### config.mk
export PLATFORM = sky130hd
export DESIGN_NAME = evt_counter
export DESIGN_NICKNAME = d
export VERILOG_FILES = /design/src/rtl/evt_counter.sv
export SDC_FILE = /design/constraint.sdc
export NUM_CORES = 1
export LEC_CHECK = 0
export ABC_AREA = 1
export BUFFER_PORTS_ARGS = -buffer_cell sky130_fd_sc_hd__buf_2
export CELL_PAD_IN_SITES_DETAIL_PLACEMENT = 0
export CELL_PAD_IN_SITES_GLOBAL_PLACEMENT = 1
export CORE_MARGIN = 1.5
export CORE_UTILIZATION = 28
export CTS_BUF_LIST = sky130_fd_sc_hd__clkbuf_4
export CTS_CLUSTER_SIZE = 25
export DETAILED_ROUTE_END_ITERATION = 10
export PLACE_DENSITY = 0.61
export SLEW_MARGIN = 20
export SYNTH_ARGS = -nofsm -noshare
export SYNTH_HDL_FRONTEND = slang
export SYNTH_SLANG_ARGS = --single-unit
### constraint.sdc
create_clock -name clk -period 3.21 [get_ports clk]
set_clock_uncertainty 0.15 [all_clocks]
set_input_delay 0.8025 -clock clk [delete_from_list [all_inputs] [get_ports clk]]
set_output_delay 0.8025 -clock clk [all_outputs]
set_load 0.02 [all_outputs]
### src/rtl/evt_counter.sv
module evt_counter #(
  parameter int WIDTH = 16
) (
  input  logic             clk,
  input  logic             rst_n,
  input  logic             ctl_we,
  input  logic [2:0]       ctl_mode,
  input  logic [2:0]       ctl_edge,
  input  logic             ctl_run,
  input  logic             ctl_dir,
  input  logic             ctl_xden,
  input  logic             ld_we,
  input  logic [WIDTH-1:0] ld_val,
  input  logic             cnt_pin,
  input  logic             dir_pin,
  output logic [WIDTH-1:0] count,
  output logic             tgl_out,
  output logic             irq
);
  localparam logic [2:0] MODE_EVT = 3'b001;

  logic [2:0]       mode_q, edge_q;
  logic             run_q, dir_q, xden_q;
  logic [1:0]       in_sync, dp_sync;
  logic             in_prev;
  logic [WIDTH-1:0] cnt_q;
  logic             tgl_q, irq_q;
  logic             rise, fall, hit, step, down, at_end;

  always_ff @(posedge clk) begin
    if (!rst_n) begin
      mode_q <= '0;
      edge_q <= '0;
      run_q  <= 1'b0;
      dir_q  <= 1'b0;
      xden_q <= 1'b0;
    end else if (ctl_we) begin
      mode_q <= ctl_mode;
      edge_q <= ctl_edge;
      run_q  <= ctl_run;
      dir_q  <= ctl_dir;
      xden_q <= ctl_xden;
    end
  end

  always_ff @(posedge clk) begin
    if (!rst_n) begin
      in_sync <= '0;
      dp_sync <= '0;
      in_prev <= 1'b0;
    end else begin
      in_sync <= {in_sync[0], cnt_pin};
      dp_sync <= {dp_sync[0], dir_pin};
      in_prev <= in_sync[1];
    end
  end

  assign rise = in_sync[1] & ~in_prev;
  assign fall = ~in_sync[1] & in_prev;

  always_comb begin
    case (edge_q)
      3'b001:  hit = rise;
      3'b010:  hit = fall;
      3'b011:  hit = rise | fall;
      default: hit = 1'b0;
    endcase
  end

  assign step   = hit && run_q && (mode_q == MODE_EVT);
  assign down   = xden_q ? (dir_q ^ dp_sync[1]) : dir_q;
  assign at_end = down ? (cnt_q == '0) : (&cnt_q);

  always_ff @(posedge clk) begin
    if (!rst_n) begin
      cnt_q <= '0;
      tgl_q <= 1'b0;
      irq_q <= 1'b0;
    end else if (ld_we) begin
      cnt_q <= ld_val;
      irq_q <= 1'b0;
    end else if (step) begin
      cnt_q <= down ? cnt_q - 1'b1 : cnt_q + 1'b1;
      irq_q <= at_end;
      tgl_q <= tgl_q ^ at_end;
    end else begin
      irq_q <= 1'b0;
    end
  end

  assign count   = cnt_q;
  assign tgl_out = tgl_q;
  assign irq     = irq_q;

  p_unit_step_r7: assert property (@(posedge clk) disable iff (!rst_n)
    !$past(ld_we) |-> (cnt_q == $past(cnt_q) || cnt_q == $past(cnt_q) + 1'b1 ||
                       cnt_q == $past(cnt_q) - 1'b1));

  p_idle_code_r6: assert property (@(posedge clk) disable iff (!rst_n)
    (!$past(ld_we) && ($past(edge_q[2]) || $past(edge_q) == 3'b000)) |-> $stable(cnt_q));

  p_gate_r2: assert property (@(posedge clk) disable iff (!rst_n)
    (!$past(ld_we) && (!$past(run_q) || $past(mode_q) != MODE_EVT)) |-> $stable(cnt_q));

  p_tgl_irq_r9: assert property (@(posedge clk) disable iff (!rst_n)
    !$stable(tgl_q) |-> irq_q);

  p_irq_tgl_r9: assert property (@(posedge clk) disable iff (!rst_n)
    irq_q |-> !$stable(tgl_q));

  p_wrap_value_r10: assert property (@(posedge clk) disable iff (!rst_n)
    irq_q |-> (cnt_q == '0 || (&cnt_q)));

  p_load_wins_r11: assert property (@(posedge clk) disable iff (!rst_n)
    $past(ld_we) |-> (cnt_q == $past(ld_val) && !irq_q && $stable(tgl_q)));
endmodule

; Yosys cells after proc, flatten, opt, wreduce, memory -nomap -nowiden
; Index checks and enable logic that the tools add are counted.
; Widths: inputs -> output; s select.
[word_totals]
out_inout_bits = 18
word_cells = 40
inputBits = 31
register_bits = 32
[op_classes]
reduce_logical = 7
mux = 6
n_eq_ne = 4
n_bitwise = 10
add_sub_neg = 2
[op_table]
columns = cell, count
row1 = $mux 16, 3
row2 = $add 16x1->16 const B, 1
row3 = $logic_not 16->1, 1
row4 = $reduce_and 16->1, 1
row5 = $sub 16x1->16 const B, 1
row6 = $eq 3x1->1 const B, 2
row7 = $eq 3x2->1 const B, 2
row8 = $not 1->1, 5
row9 = $pmux 1 s3, 1
row10 = $reduce_or 3->1, 1
row11 = $and 1x1->1, 2
row12 = $logic_and 1x1->1, 2
row13 = $mux 1, 2
row14 = $reduce_and 2->1, 1
row15 = $reduce_bool 2->1, 1
row16 = $xor 1x1->1, 2
row17 = $or 1x1->1, 1

; Longest topological paths before layout
[depth]
ltp_word = 8
mapped_depth = 14
ltp_nobuf = 14

; Worst setup path after synthesis
; OpenSTA, ideal clock, no wires.
[synth_timing]
path_type = flip-flop to flip-flop
start = reg dir_q
end = reg cnt_q[8], in the netlist count[8]
setup_time_ps = 121
required_ps = 2939
slack_ps = 875
stages_incl_launch_ff = 12
path_buffers = 0
period_less_slack_ps = 2335
t_arrival_ps = 2065
cell_sequence = dfxtp_1 -> nand3b_1 -> nand2_1 -> inv_1 -> fa_1 -> inv_1 -> nand3_1 -> nand3_1 -> a21oi_1 -> or2_2 -> nand3_1 -> a21oi_1
[synth_between]
elab_chain_cells = 5
[synth_lines]
columns = element, line_no
row1 = start: declaration, 23  ; logic run_q, dir_q, xden_q;
row2 = start signal: assignment, 41  ; dir_q <= ctl_dir;
row3 = $xor 1x1->1, 71  ; assign down = xden_q ? (dir_q ^ dp_sync[1]) : dir_q;
row4 = $mux 1 *, 71
row5 = $mux 16 *, 83  ; cnt_q <= down ? cnt_q - 1'b1 : cnt_q + 1'b1;
row6 = $mux 16 *, 82  ; end else if (step) begin
row7 = $mux 16 *, 79  ; end else if (ld_we) begin
row8 = end signal: assignment, 80  ; cnt_q <= ld_val;
row9 = end signal: assignment, 83
row10 = end: declaration, 26  ; logic [WIDTH-1:0] cnt_q;
; Every way passes the cells marked *; elsewhere a longest branch is shown, timed or not. The select of a mux whose other input is x is not followed.
; A chain may end at the register's enable or synchronous reset.

; Final worst setup path
[layout_timing]
start = reg dir_q
end = reg cnt_q[7], in the netlist count[7]
; Same word-level chain as after synthesis.

==> impl_metrics.json <==
{
  "outcome": "complete, no violations",
  "ys_ff_latch": 32,
  "numCtsBuffers": 5,
  "rsz0062_at_grt": "no",
  "yosys_warnings": 0,
  "cp_max_fo": 11,
  "drt_iter0_drc": 89,
  "synth_top_family_by_area": "simple AND/OR/NAND/NOR gates",
  "totalWireLength_um": 7130,
  "crit_required_ns": 3.27,
  "fin_crit_ns": 2.49,
  "grt_antenna_before_repair": 0,
  "grt_max_degree": 20,
  "ff_latch_area_sq_um": 641,
  "vias": 2418,
  "viasPerCell": 4.40,
  "core_area_sq_mm": 0.00822,
  "vdd_drop_max_mv": 0.153,
  "overflow": 0,
  "powerDensity_mw_per_mm2": 369,
  "syn_inst": 393,
  "diodes": 0,
  "h-tree-depth": 2,
  "synth_fa_ha_area_share_pct": 10.3,
  "cts_tree": "yes",
  "hold_buffers": 0,
  "clock_path_buffers": 2,
  "drtPass1Iterations": 4,
  "dieArea_sq_mm": 0.00908,
  "clk_pin_slew_ns": 0.12,
  "setup_violations": 0,
  "grt_pass1_vias": 2277,
  "start_kind": "flip-flop",
  "pre_cts_slack_ns": 0.720,
  "finalMaxSlewViolations": 0,
  "worstHoldPathType": "flip-flop to flip-flop",
  "nets": 493,
  "track_usage_pct": 16.6,
  "p_leak_nw": 1.53,
  "synthMuxAreaShare_pct": 0,
  "io-pin-count": 49,
  "setup_tns_ns": 0,
  "yosysUniqueCellTypes": 30,
  "die_height_um": 95.3,
  "ant_nets": 0,
  "finalHoldViolations": 0,
  "arrival_ns": 2.55,
  "finalCritPeriodShare_pct": 77.4,
  "die_w_um": 95.3,
  "fillCellCount": 916,
  "initial_utilization_pct": 29.0,
  "multi_input_area_sq_mm": 0.00142,
  "fin_ws_ns": 0.724,
  "avgRoutedWirePerCell_um": 13.0,
  "maxCapViolCount": 0,
  "synth_xor_area_share_pct": 1.10,
  "drc": 0,
  "clock_sinks": 32,
  "syn_nets": 443,
  "synth_compound_area_share_pct": 9.75,
  "worstMarginPinSlew_ns": 0.716,
  "dp_hpwl_um": 5410,
  "seq_area_frac_synth_pct": 26.8,
  "synth.avg_cell_area_sq_um": 6.07,
  "numPortBuffers": 48,
  "synth_area_sq_mm": 0.00239,
  "clockRootBuffer": "clkbuf_4",
  "cts_resized": 0,
  "fmax_mhz": 402,
  "post_cts_buffers": 0,
  "relSlewSlack_pct": 52.2,
  "grt_pass1_wl_um": 11400,
  "drive_gt1_share_pct": 14.9,
  "clk_latency_ns": 0.36,
  "gp_congestion": 0.840,
  "whs_ns": 0.276,
  "yosys.area_share.simple_pct": 38.2,
  "syn_to_final_growth_pct": 16.8,
  "rows": 33,
  "cp-end-kind": "flip-flop",
  "worstSetupPathType": "flip-flop to flip-flop"
}
[final timing paths]
kind | from | to | slack (ns) | cells past startpoint
setup / recovery | dir_q | count[7] | 0.72 | 10
hold / removal | in_sync[0] | in_sync[1] | 0.28 | 2
setup reg to reg | dir_q | count[7] | 0.72 | 10
hold reg to reg | in_sync[0] | in_sync[1] | 0.28 | 2
[registers in the layout, indices dropped and copies added, names as in the netlist]
register  cells
xden_q        1
count        16
run_q         1
irq           1
tgl_out       1
edge_q        3
in_prev       1
dir_q         1
mode_q        3
in_sync       2
dp_sync       2
[cell families after synthesis]
family / Yosys count
and+or+nand+nor: 217
xor gates and xnor gates: 3
DFF: 32
adders and majority gates: 19
AOI/OAI and AO/OA: 45
buffers and inverters: 77
[synth_stat cells, drive strengths merged]
cell | instances | area (sq um)
clkinv | 1 | 3.75
a22oi | 2 | 15.0
dfxtp | 32 | 641
nand3 | 27 | 140
inv | 70 | 263
nand2 | 130 | 495
nand3b | 2 | 15.0
and2 | 1 | 6.26
fa | 1 | 20.0
clkbuf | 1 | 3.75
ha | 18 | 225
o21ai | 17 | 85.1
nand4 | 5 | 31.3
a21oi | 24 | 120
nor3 | 5 | 30.0
xor2 | 1 | 8.76
buf | 3 | 33.8
or2 | 3 | 18.8
dlymetal6s2s | 2 | 25.0
nor2 | 44 | 175
xnor2 | 2 | 17.5
a31oi | 2 | 12.5
[through the flow]
stage                     area [sq um]  total power [mW]  cells  util, %
final                             2790              1.03    549     33.9
after global routing              2790              1.10    549     33.9
after CTS                         2790              1.05    549     33.9
after detailed placement          2700             0.697    541     32.9
after global placement            2700             0.699    541     32.9
after floorplan                   2390             0.618    393        -
[worst max-delay path: stages (launching register included)]
cell and delay [ns]:
dfxtp_1 0.34, nand3b_1 0.15, nand2_1 0.28, buf_4 0.26, ha_1 0.29, or2_1 0.26, nand3_1 0.10, nand2_1 0.13
or2_0 0.24, nand3_1 0.08, a21oi_1 0.06
[report_power, final]
| group | leakage (nW) | switching [mW] | internal (mW) | total (mW) |
|---|---|---|---|---|
| Sequential | 0.264 | 0.0214 | 0.419 | 0.440 |
| Clock | 0.0418 | 0.175 | 0.166 | 0.342 |
| Combinational | 1.22 | 0.157 | 0.0904 | 0.247 |
[cell type report]
class	count	area share (%)
Multi-Input combinational cell	284	50.8
Sequential cell	32	23.0
Inverter	71	9.56
Timing Repair Buffer	49	8.89
Tap cell	105	4.71
Clock inverter	3	1.66
Clock buffer	5	1.35
[routing by layer]
layer,up-vias,GRT usage [%],part of all wire (%)
li1,1319,-,-
met1,1041,22.5,51
met2,49,26.9,44
met3,9,2.87,3.5
met4,0,4.85,1.5
met5,-,0,0
[cells in the final DEF, fill, tap and decap left out, types with 3 or more instances in the layout]
| cell type | instances |
|---|---|
| nand4_1 | 5 |
| clkbuf_4 | 5 |
| ha_1 | 18 |
| dfxtp_1 | 32 |
| nand2_2 | 3 |
| nor2_1 | 42 |
| nand2_1 | 127 |
| o21ai_0 | 17 |
| a21oi_1 | 24 |
| nor3_1 | 4 |
| buf_2 | 48 |
| nand3_1 | 26 |
| inv_1 | 69 |
No activity file was read; power rests on OpenSTA's default activity.
